<file path="src/rtl/fifo_irq_pkg.sv">
`timescale 1ns/1ps
package fifo_irq_pkg;

  localparam logic [2:0] A_CTRL = 3'd0;
  localparam logic [2:0] A_STAT = 3'd1;
  localparam logic [2:0] A_IEN  = 3'd2;
  localparam logic [2:0] A_PEND = 3'd3;
  localparam logic [2:0] A_TXD  = 3'd4;
  localparam logic [2:0] A_RXD  = 3'd5;

  // compact interrupt index k lives at word bit 4*k
  localparam int unsigned IRQ_N = 4;
  localparam int unsigned K_RXRDY = 0;
  localparam int unsigned K_TXREQ = 1;
  localparam int unsigned K_RXOVF = 2;
  localparam int unsigned K_DONE  = 3;

  typedef struct packed {
    logic       tx_rst;
    logic       tx_dma;
    logic [7:0] tx_lvl;
    logic       rx_rst;
    logic       rx_dma;
    logic [7:0] rx_lvl;
  } ctrl_t;

  function automatic ctrl_t word_to_ctrl(input logic [31:0] w);
    ctrl_t c;
    c.rx_lvl = w[7:0];
    c.rx_dma = w[8];
    c.rx_rst = w[15];
    c.tx_lvl = w[23:16];
    c.tx_dma = w[24];
    c.tx_rst = w[31];
    return c;
  endfunction

  function automatic logic [31:0] ctrl_to_word(input ctrl_t c);
    logic [31:0] w;
    w = '0;
    w[7:0]   = c.rx_lvl;
    w[8]     = c.rx_dma;
    w[15]    = c.rx_rst;
    w[23:16] = c.tx_lvl;
    w[24]    = c.tx_dma;
    w[31]    = c.tx_rst;
    return w;
  endfunction

  function automatic logic [31:0] occ_word(input logic [7:0] rxc, input logic [7:0] txc);
    return {8'h00, txc, 8'h00, rxc};
  endfunction

  function automatic logic [31:0] irq_expand(input logic [IRQ_N-1:0] v);
    logic [31:0] w;
    w = '0;
    for (int k = 0; k < IRQ_N; k++) w[4*k] = v[k];
    return w;
  endfunction

  function automatic logic [IRQ_N-1:0] irq_compress(input logic [31:0] w);
    logic [IRQ_N-1:0] v;
    for (int k = 0; k < IRQ_N; k++) v[k] = w[4*k];
    return v;
  endfunction

  function automatic logic rx_wm_hit(input logic [7:0] cnt, input logic [7:0] lvl);
    return cnt >= lvl;
  endfunction

  function automatic logic tx_wm_hit(input logic [7:0] cnt, input logic [7:0] lvl);
    return cnt <= lvl;
  endfunction

endpackage

</file>
<file path="src/rtl/byte_fifo.sv">
`timescale 1ns/1ps
module byte_fifo #(
  parameter int unsigned DEPTH = 128,
  parameter int unsigned DW    = 8,
  parameter int unsigned CW    = $clog2(DEPTH + 1)
) (
  input  logic          clk,
  input  logic          rst_n,
  input  logic          flush,
  input  logic          push,
  input  logic [DW-1:0] din,
  input  logic          pop,
  output logic [DW-1:0] dout,
  output logic [CW-1:0] count,
  output logic          full,
  output logic          empty,
  output logic          push_drop
);
  localparam int unsigned AW = $clog2(DEPTH);

  logic [DW-1:0] mem [DEPTH];
  logic [AW-1:0] wr_ptr, rd_ptr;
  logic          push_ok, pop_ok;

  assign full      = (count == CW'(DEPTH));
  assign empty     = (count == '0);
  assign push_ok   = push & ~full & ~flush;
  assign pop_ok    = pop & ~empty & ~flush;
  assign push_drop = push & full & ~flush;
  assign dout      = mem[rd_ptr];

  always_ff @(posedge clk) begin
    if (push_ok) mem[wr_ptr] <= din;
  end

  always_ff @(posedge clk or negedge rst_n) begin
    if (!rst_n) begin
      wr_ptr <= '0;
      rd_ptr <= '0;
      count  <= '0;
    end else if (flush) begin
      wr_ptr <= '0;
      rd_ptr <= '0;
      count  <= '0;
    end else begin
      if (push_ok) wr_ptr <= wr_ptr + 1'b1;
      if (pop_ok)  rd_ptr <= rd_ptr + 1'b1;
      count <= count + CW'(push_ok) - CW'(pop_ok);
    end
  end

  // occupancy never passes the depth
  a_r12_count_bound: assert property (@(posedge clk) disable iff (!rst_n)
    count <= CW'(DEPTH));

  // a push into a full queue leaves the count untouched
  a_r4_full_push_holds: assert property (@(posedge clk) disable iff (!rst_n)
    (push && full && !pop && !flush) |=> (count == $past(count)));

  // a flush empties the queue at the next edge
  a_r8_flush_empties: assert property (@(posedge clk) disable iff (!rst_n)
    flush |=> empty);

endmodule

</file>
<file path="src/rtl/irq_status.sv">
`timescale 1ns/1ps
module irq_status #(
  parameter int unsigned       NB         = 4,
  parameter logic [NB-1:0]     LEVEL_MASK = '0
) (
  input  logic          clk,
  input  logic          rst_n,
  input  logic          en_wr,
  input  logic          clr_wr,
  input  logic [NB-1:0] wbits,
  input  logic [NB-1:0] lvl_cond,
  input  logic [NB-1:0] evt,
  output logic [NB-1:0] en_q,
  output logic [NB-1:0] pend_q,
  output logic          irq
);
  logic [NB-1:0] clr_hit;
  logic          unused_in;

  assign clr_hit   = clr_wr ? wbits : '0;
  assign unused_in = ^{lvl_cond & ~LEVEL_MASK, evt & LEVEL_MASK};

  always_ff @(posedge clk or negedge rst_n) begin
    if (!rst_n)     en_q <= '0;
    else if (en_wr) en_q <= wbits;
  end

  for (genvar i = 0; i < NB; i++) begin : g_bit
    if (LEVEL_MASK[i]) begin : g_level
      // clear takes this edge, the condition re-arms on the next one
      always_ff @(posedge clk or negedge rst_n) begin
        if (!rst_n)          pend_q[i] <= 1'b0;
        else if (clr_hit[i]) pend_q[i] <= 1'b0;
        else if (lvl_cond[i]) pend_q[i] <= 1'b1;
      end
      // a cleared watermark bit reads 0 for one cycle
      a_r7_level_clear: assert property (@(posedge clk) disable iff (!rst_n)
        clr_hit[i] |=> !pend_q[i]);
    end else begin : g_event
      // an event in the clearing cycle wins
      always_ff @(posedge clk or negedge rst_n) begin
        if (!rst_n)          pend_q[i] <= 1'b0;
        else if (evt[i])     pend_q[i] <= 1'b1;
        else if (clr_hit[i]) pend_q[i] <= 1'b0;
      end
      // an event is never lost to a simultaneous clear
      a_r7_event_sticky: assert property (@(posedge clk) disable iff (!rst_n)
        evt[i] |=> pend_q[i]);
      // an event bit stays clear without a new event
      a_r7_event_stays_clear: assert property (@(posedge clk) disable iff (!rst_n)
        (!pend_q[i] && !evt[i]) |=> !pend_q[i]);
    end
  end

  assign irq = |(en_q & pend_q);

  // nothing enabled means no interrupt
  a_r9_irq_masked: assert property (@(posedge clk) disable iff (!rst_n)
    (en_q == '0) |-> !irq);

endmodule

</file>
<file path="src/rtl/fifo_irq_ctrl.sv">
`timescale 1ns/1ps
module fifo_irq_ctrl
  import fifo_irq_pkg::*;
#(
  parameter int unsigned DEPTH = 128
) (
  input  logic        clk,
  input  logic        rst_n,
  input  logic        bus_valid,
  input  logic        bus_write,
  input  logic [2:0]  bus_addr,
  input  logic [31:0] bus_wdata,
  output logic [31:0] bus_rdata,
  output logic        irq,
  input  logic        tx_pop,
  output logic [7:0]  tx_data,
  output logic        tx_empty,
  input  logic        rx_push,
  input  logic [7:0]  rx_data,
  output logic        rx_full,
  input  logic        xfer_done,
  output logic        tx_dreq,
  output logic        rx_dreq
);
  localparam int unsigned CW = $clog2(DEPTH + 1);

  // decoded bus events
  logic wr_ctrl, wr_ien, wr_pend, wr_txd, rd_rxd;
  assign wr_ctrl = bus_valid &  bus_write & (bus_addr == A_CTRL);
  assign wr_ien  = bus_valid &  bus_write & (bus_addr == A_IEN);
  assign wr_pend = bus_valid &  bus_write & (bus_addr == A_PEND);
  assign wr_txd  = bus_valid &  bus_write & (bus_addr == A_TXD);
  assign rd_rxd  = bus_valid & ~bus_write & (bus_addr == A_RXD);

  ctrl_t ctrl_q;
  always_ff @(posedge clk or negedge rst_n) begin
    if (!rst_n) ctrl_q <= '0;
    else if (wr_ctrl) ctrl_q <= word_to_ctrl(bus_wdata);
    else begin
      ctrl_q.rx_rst <= 1'b0;
      ctrl_q.tx_rst <= 1'b0;
    end
  end

  logic [CW-1:0] tx_cnt, rx_cnt;
  logic [7:0]    tx_cnt8, rx_cnt8, rx_head;
  logic          tx_full_w, tx_drop, rx_empty_w, rx_drop;

  byte_fifo #(.DEPTH(DEPTH), .DW(8), .CW(CW)) u_txq (
    .clk(clk), .rst_n(rst_n), .flush(ctrl_q.tx_rst),
    .push(wr_txd), .din(bus_wdata[7:0]), .pop(tx_pop),
    .dout(tx_data), .count(tx_cnt), .full(tx_full_w), .empty(tx_empty),
    .push_drop(tx_drop)
  );

  byte_fifo #(.DEPTH(DEPTH), .DW(8), .CW(CW)) u_rxq (
    .clk(clk), .rst_n(rst_n), .flush(ctrl_q.rx_rst),
    .push(rx_push), .din(rx_data), .pop(rd_rxd),
    .dout(rx_head), .count(rx_cnt), .full(rx_full), .empty(rx_empty_w),
    .push_drop(rx_drop)
  );

  assign tx_cnt8 = 8'(tx_cnt);
  assign rx_cnt8 = 8'(rx_cnt);

  // watermark events, named for the checks
  logic rx_hit, tx_hit;
  assign rx_hit = rx_wm_hit(rx_cnt8, ctrl_q.rx_lvl);
  assign tx_hit = tx_wm_hit(tx_cnt8, ctrl_q.tx_lvl);

  logic [IRQ_N-1:0] lvl_cond, evt, en_q, pend_q;
  always_comb begin
    lvl_cond          = '0;
    evt               = '0;
    lvl_cond[K_RXRDY] = rx_hit;
    lvl_cond[K_TXREQ] = tx_hit;
    evt[K_RXOVF]      = rx_drop;
    evt[K_DONE]       = xfer_done;
  end

  irq_status #(.NB(IRQ_N), .LEVEL_MASK(4'b0011)) u_irq (
    .clk(clk), .rst_n(rst_n), .en_wr(wr_ien), .clr_wr(wr_pend),
    .wbits(irq_compress(bus_wdata)), .lvl_cond(lvl_cond), .evt(evt),
    .en_q(en_q), .pend_q(pend_q), .irq(irq)
  );

  assign rx_dreq = ctrl_q.rx_dma & rx_hit;
  assign tx_dreq = ctrl_q.tx_dma & tx_hit;

  always_comb begin
    case (bus_addr)
      A_CTRL:  bus_rdata = ctrl_to_word(ctrl_q);
      A_STAT:  bus_rdata = occ_word(rx_cnt8, tx_cnt8);
      A_IEN:   bus_rdata = irq_expand(en_q);
      A_PEND:  bus_rdata = irq_expand(pend_q);
      A_RXD:   bus_rdata = {24'h0, rx_empty_w ? 8'h00 : rx_head};
      default: bus_rdata = '0;
    endcase
  end

  logic unused_sig;
  assign unused_sig = ^{bus_wdata, tx_full_w, tx_drop};

  // flush bits clear themselves
  a_r8_rx_rst_selfclear: assert property (@(posedge clk) disable iff (!rst_n)
    (ctrl_q.rx_rst && !wr_ctrl) |=> !ctrl_q.rx_rst);
  a_r8_tx_rst_selfclear: assert property (@(posedge clk) disable iff (!rst_n)
    (ctrl_q.tx_rst && !wr_ctrl) |=> !ctrl_q.tx_rst);

  // overflow latches its pending bit
  a_r4_overflow_flag: assert property (@(posedge clk) disable iff (!rst_n)
    (rx_push && rx_full && !ctrl_q.rx_rst) |=> pend_q[K_RXOVF]);

  // receive-ready only rises after the watermark held
  a_r5_rxrdy_source: assert property (@(posedge clk) disable iff (!rst_n)
    $rose(pend_q[K_RXRDY]) |-> $past(rx_hit));

  // transmit request only rises after the watermark held
  a_r6_txreq_source: assert property (@(posedge clk) disable iff (!rst_n)
    $rose(pend_q[K_TXREQ]) |-> $past(tx_hit));

  // done pulse latches
  a_r11_done_flag: assert property (@(posedge clk) disable iff (!rst_n)
    xfer_done |=> pend_q[K_DONE]);

endmodule

</file>
<file path="config.mk">
export PLATFORM = sky130hd
export DESIGN_NAME = fifo_irq_ctrl
export DESIGN_NICKNAME = d
export VERILOG_FILES = /design/src/rtl/fifo_irq_pkg.sv /design/src/rtl/byte_fifo.sv /design/src/rtl/irq_status.sv /design/src/rtl/fifo_irq_ctrl.sv
export SDC_FILE = /design/constraint.sdc
export NUM_CORES = 2
export LEC_CHECK = 0
export BUFFER_PORTS_ARGS = -buffer_cell sky130_fd_sc_hd__buf_2
export CORE_ASPECT_RATIO = 1.75
export CORE_MARGIN = 2
export CORE_UTILIZATION = 40
export DETAILED_ROUTE_END_ITERATION = 6
export PLACE_DENSITY_LB_ADDON = 0.08
export SETUP_SLACK_MARGIN = 0.1
export SYNTH_ARGS = -nofsm -noshare
export SYNTH_HDL_FRONTEND = slang
export SYNTH_SLANG_ARGS = --single-unit
</file>
<file path="constraint.sdc">
create_clock -name clk -period 4.9 [get_ports clk]
set_input_delay 0.98 -clock clk [delete_from_list [all_inputs] [get_ports clk]]
set_output_delay 0.98 -clock clk [all_outputs]
set_load 0.1 [all_outputs]
</file>
* Yosys cells after proc, flatten, opt, wreduce, memory -nomap -nowiden *
Memory sizes are Yosys's and may differ from the RTL's.
Cells that the tools add are included.

operators by class
  add/subtract/negate cells = 8
  multipliers = 0
  divide/modulo/power cells = 0
  order comparisons = 2
  equal/unequal tests = 7
  shift-type cells = 0
  muxes and demuxes = 27
  bitwise operators = 27
  reductions and logical operators = 12

operators by type and width
  operator                                       number
  case mux 32 bit (5 select lines)               1
  two-way mux 7 bit                              8
  adder 7 x 1 -> 7 bit, second input constant    4
  two-way mux 8 bit                              3
  AND 1 bit                                      19
  adder 8 x 1 -> 8 bit                           2
  == test 8 bit, second input constant           2
  zero test 8 bit                                2
  nonzero test 2 bit                             8
  subtractor 8 x 1 -> 8 bit                      2
  two-way mux 1 bit                              14
  >= comparator 8 bit                            1
  <= comparator 8 bit                            1
  inverter 1 bit                                 7
  == test 3 x 2 -> 1 bit, second input constant  2
  == test 3 bit, second input constant           2
  AND 4 bit                                      1
  two-way mux 4 bit                              1
  OR reduction 4 bit                             1
  == test 3 x 1 -> 1 bit, second input constant  1
  zero test 3 bit                                1

storage, ports and cells
  register bits = 72
  latch bits = 0
  bits in writable memories = 2048
  bits in read-only memories = 0
  input port bits = 50
  output and inout port bits = 45
  word-level logic and storage cells = 102
  memories kept = 2

memory list
  name       depth  width  read ports  clocked after Yosys merged registers in  write ports  line             text
  u_rxq.mem  128    8      1           0                                        1            byte_fifo.sv:21  logic [DW-1:0] mem [DEPTH];
  u_txq.mem  128    8      1           0                                        1            byte_fifo.sv:21

* Depth between registers and ports, before layout *
  depth in word-level cells = 7
  gate-level depth with buffers = 18
  gate-level depth less buffers = 17

* Cells and area by module *
Synthesis repeated with hierarchy kept, for this count alone.

unflattened totals
  cells, all modules = 4289
  area, all modules = 83978.0 µm²

modules (own cells, without submodules)
  module             instances  cells an instance  area an instance (µm²)  seq. area each (µm²)
  byte_fifo (u_rxq)  1          2035               41001.8                 31300.0
  byte_fifo (u_txq)  1          2020               40820.4                 31300.0
  fifo_irq_ctrl      1          211                1851.8                  500.5
  irq_status         1          23                 304.0                   200.2

* Worst setup path after synthesis *
OpenSTA, ideal clock, no wires.

  path type = input to output
  start = input port bus_addr[2]
  end = output port bus_rdata[3]
  arrival = 4.371 ns
  required time = 3.920 ns
  setup slack = -0.451 ns
  cell stages on the path = 7
  cells stage by stage = buf_4 or2_2 clkbuf_1 clkbuf_1 nor2_1 nor4_1 a222oi_1

between the ends
  cells in the longest elaborated chain, start to end = 2
  elaborated cells on any way between the ends = 6

ends and longest elaborated chain
  element                                      line                 text
  start, declared                              fifo_irq_ctrl.sv:11  input logic [2:0] bus_addr,
  == test 3 bit, or another cell as far along  fifo_irq_ctrl.sv:91  case (bus_addr)
  case mux 32 bit (5 select lines) (*)         fifo_irq_ctrl.sv:91
  end, declared                                fifo_irq_ctrl.sv:13  output logic [31:0] bus_rdata,

Mark *: on every way between the ends. The rest lies on a longest branch, timed or not.

* Worst setup path in the final report *
  start = register u_txq.rd_ptr[0]
  end = output port tx_data[6]

between the ends
  cells in the longest elaborated chain, start to end = 1

ends and longest elaborated chain
  element                    line                 text
  start, declared            byte_fifo.sv:22      logic [AW-1:0] wr_ptr, rd_ptr;
  start signal, assigned     byte_fifo.sv:47      if (pop_ok) rd_ptr <= rd_ptr + 1'b1;
  memory read (128 x 8 bit)  n/a
  end, declared              fifo_irq_ctrl.sv:16  output logic [7:0] tx_data,

Every way passes these cells.

==> flow_metrics.env <==
export IMPL_max_freq_mhz=206
export IMPL_synth_ff_type="edfxtp_1"
export IMPL_core_um2=209000
export IMPL_switchingPower_mw=16.5
export IMPL_leakagePower_nw=31.4
export IMPL_cp_max_fo=6
export IMPL_routed_wl_um=230000
export IMPL_required_ps=3920
export IMPL_p_per_area_nw_per_um2=539
export IMPL_drive_above_1_share=0.296
export IMPL_grt_pass1_wl_um=325000
export IMPL_cts_sinks=2120
export IMPL_synth_area_um2=84100
export IMPL_hold_violations=0
export IMPL_cap_violations=0
export IMPL_rrSetupSlack_ps=830
export IMPL_power_frac_comb=0.313
export IMPL_period_share=0.991
export IMPL_ir_worst_vdd_uv=1140
export IMPL_endpoint="tx_data[6]"
export IMPL_antenna_found_initial=7
export IMPL_hold_buffers=0
export IMPL_synthCells=4102
export IMPL_drtIter0Drc=3329
export IMPL_drtPass1Iterations=7
export IMPL_port_buffers=72
export IMPL_p_clk_frac=0.296
export IMPL_setup_worst_path_start="u_txq.rd_ptr[0]"
export IMPL_post_route_drc_count=0
export IMPL_num_rows=222
export IMPL_cts_root_buf="clkbuf_16"
export IMPL_ys_seq_elements=2120
export IMPL_p_int_mw=36.3
export IMPL_fin_crit_ps=4860
export IMPL_seq_power_share=0.391
export IMPL_synth_area_per_cell_um2=20.5
export IMPL_cp_end_kind="output pin"
export IMPL_ys_warn_count=0
export IMPL_slew_headroom=0.128
export IMPL_finalNonFillerCells=7547
export IMPL_rr_startpoint="u_rxq.count[4]"
export IMPL_reg2reg_depth=18
export IMPL_die_w_um=351
export IMPL_ys_seq_area_frac=0.753
export IMPL_synth_edf_count=2048
export IMPL_clock_latency_ps=860
export IMPL_rsz0062_at_grt="yes"
export IMPL_placedCellCount=7122
export IMPL_fin_nets=4678
export IMPL_async_flop_share=0.0340
export IMPL_initial_utilization=0.403
export IMPL_setup_viol=0
export IMPL_netlist_cell_type_count=70
export IMPL_post_route_util=0.469
export IMPL_skew_ps=50.7
export IMPL_cts_buffers=200
export IMPL_n_fill_cell=17900
export IMPL_hold_class="input pin to asynchronous set/reset pin"
export IMPL_routedWlPerCell_um=30.5
export IMPL_area_delta_synth_final_pct=16.5
export IMPL_tritoncts="yes"
export IMPL_reg2reg_to="u_rxq.count[6]"
export IMPL_clkTransAtPathRegs_ps=70
export IMPL_tightest_slew_ps=1310
export IMPL_grt_pass1_vias=43400
export IMPL_track_usage=0.214
export IMPL_setup_tns_ps=0
export IMPL_htree_levels=4
export IMPL_grt_overflow=0
export IMPL_vias=41000
export IMPL_vias_per_cell=5.43
export IMPL_criticalPathCategory="register to output pin"
export IMPL_dp_hpwl_um=150000
export IMPL_switching_share=0.312
export IMPL_die_area_um2=214000
export IMPL_gp_congestion=0.833
export IMPL_outcome="complete, no violations"
export IMPL_cp_start_kind="register"
export IMPL_die_h_um=611
export IMPL_ant_nets=0
export IMPL_clock_path_buffers=4
export IMPL_grt_max_degree=129
export IMPL_arrival_ps=3880
export IMPL_finalMaxSlewViolations=0
export IMPL_boundaryPins=95
-- final cells by class --
cell class | instances | area (um^2) | share of cell area
antenna | 4 | 10.0 | 0.000102
clock buffer | 249 | 5420 | 0.0553
clock inverter | 114 | 1020 | 0.0105
inverter | 40 | 150 | 0.00153
multi-input combinational | 1713 | 19700 | 0.201
sequential | 2120 | 63300 | 0.647
tap | 2800 | 3500 | 0.0358
timing repair buffer | 507 | 4760 | 0.0486
-- registers in the layout, indices dropped and copies added (netlist names) --
name	flops
u_rxq.mem	1024
u_txq.mem	1024
ctrl_q	20
u_rxq.count	8
u_txq.count	8
u_rxq.rd_ptr	7
u_rxq.wr_ptr	7
u_txq.rd_ptr	7
u_txq.wr_ptr	7
u_irq.en_q	4
u_irq.pend_q	4
-- per-stage QoR --
step / total power, mW / hold WS, ps / setup WS [ps] / instance area, um^2
after floorplan: 30.7 / 466 / -223 / 84200
after global placement: 36.4 / 508 / 496 / 90000
after detailed placement: 36.4 / 507 / 510 / 90000
after CTS: 53.4 / 173 / 12.0 / 97700
after global routing: 54.6 / 219 / 39.9 / 97900
final: 52.8 / 225 / 43.0 / 97900
-- worst max-delay path: stages, from the launching register on --
cell     delay, ps
dfrtp_4        510
buf_12         160
buf_16         150
buf_4          140
buf_6          120
mux4_2         440
mux4_2         590
a22oi_2        400
nand4_1        250
buf_8          250
-- per-layer routing --
| layer | track usage | wire length, um | up-vias |
|---|---|---|---|
| met5 | 0 | 33 | - |
| met4 | 0.0819 | 9800 | 6 |
| met3 | 0.0259 | 7580 | 354 |
| met2 | 0.407 | 129000 | 809 |
| met1 | 0.243 | 83400 | 22000 |
| li1 | - | - | 17800 |
-- timing repair --
item                                    CTS  global route
pin swaps                                24            17
buffers inserted                         39             9
gates cloned                              8             2
endpoints found under the setup margin   16            16
gates resized for setup                 127            31
endpoints found under the hold margin     0             0
-- cells in the final DEF (no fill, tap or decap), types with 12 or more instances in the layout --
cell,Yosys,routed
a21oi_1,50,47
a22oi_1,59,29
a22oi_2,0,30
and2_1,12,12
buf_12,2,37
buf_16,0,18
buf_2,56,39
buf_4,38,382
buf_6,24,21
bufinv_16,0,17
clkbuf_1,96,35
clkbuf_16,0,210
clkinv_1,0,39
clkinv_2,0,42
dfrtp_1,72,64
edfxtp_1,2048,2048
ha_1,44,44
inv_1,40,40
mux2i_1,205,191
mux4_1,15,13
mux4_2,497,499
nand2_1,96,90
nand3_1,33,32
nand4_1,16,16
nor2_1,353,348
nor2b_1,26,23
o21ai_0,57,52
o221ai_1,15,15
o22ai_1,39,35
xnor2_1,15,15
xor2_1,19,19
-- logic make-up (layout without fill, tap and decap cells) --
group                    after synthesis  count (layout)  share of synthesized area
XOR/XNOR                              34              34                    0.00354
flip-flops                          2120            2120                      0.753
multiplexers                         729             729                      0.164
AO/OA/AOI/OAI                        287             287                     0.0227
AND/OR/NAND/NOR                      606             606                     0.0317
adder cells (fa/ha/maj)               46              46                    0.00702
buffers and inverters                279             910                     0.0181
other                                  1              15                  0.0000446
-- cell usage after synthesis (6+ instances only) --
library cell / n / area, um^2
edfxtp_1: 2048 / 61500
mux4_2: 497 / 11200
nor2_1: 353 / 1330
mux2i_1: 205 / 2050
clkbuf_1: 96 / 360
nand2_1: 96 / 360
dfrtp_1: 72 / 1800
a22oi_1: 59 / 443
o21ai_0: 57 / 285
buf_2: 56 / 280
a21oi_1: 50 / 250
ha_1: 44 / 551
inv_1: 40 / 150
o22ai_1: 39 / 244
buf_4: 38 / 285
nand3_1: 33 / 165
nor2b_1: 26 / 163
buf_6: 24 / 270
xor2_1: 19 / 166
buf_1: 17 / 63.8
nand4_1: 16 / 100
mux4_1: 15 / 394
o221ai_1: 15 / 131
xnor2_1: 15 / 131
nor3_1: 13 / 65.1
and2_1: 12 / 75.1
mux2_2: 11 / 124
nor4_1: 10 / 62.6
a211oi_1: 9 / 67.6
a22o_1: 9 / 78.8
and3_1: 7 / 43.8
nand3b_1: 7 / 52.6
o211ai_1: 7 / 52.6
o21bai_1: 7 / 52.6
a21o_1: 6 / 45.0
a221oi_1: 6 / 52.6
-- power groups by stage --
stage          combinational (mW)  sequential, mW  clock (mW)
6_report                     16.5            20.6        15.6
5_1_grt                      17.3            20.7        16.6
4_1_cts                      16.7            20.6        16.0
3_5_place_dp                 15.3            21.2           0
3_3_place_gp                 15.2            21.2           0
2_1_floorplan                10.0            20.7           0
-- worst min-delay path by stage --
stage          depth (start not counted)  slack, ps               to
6_report                               1        220    u_irq.en_q[3]
5_1_grt                                1        220    u_irq.en_q[3]
4_1_cts                                1        170    u_irq.en_q[3]
3_5_place_dp                           1        510       ctrl_q[18]
3_3_place_gp                           1        510       ctrl_q[18]
2_1_floorplan                          1        470  u_irq.pend_q[3]
No activity file was read; power rests on OpenSTA's default activity.
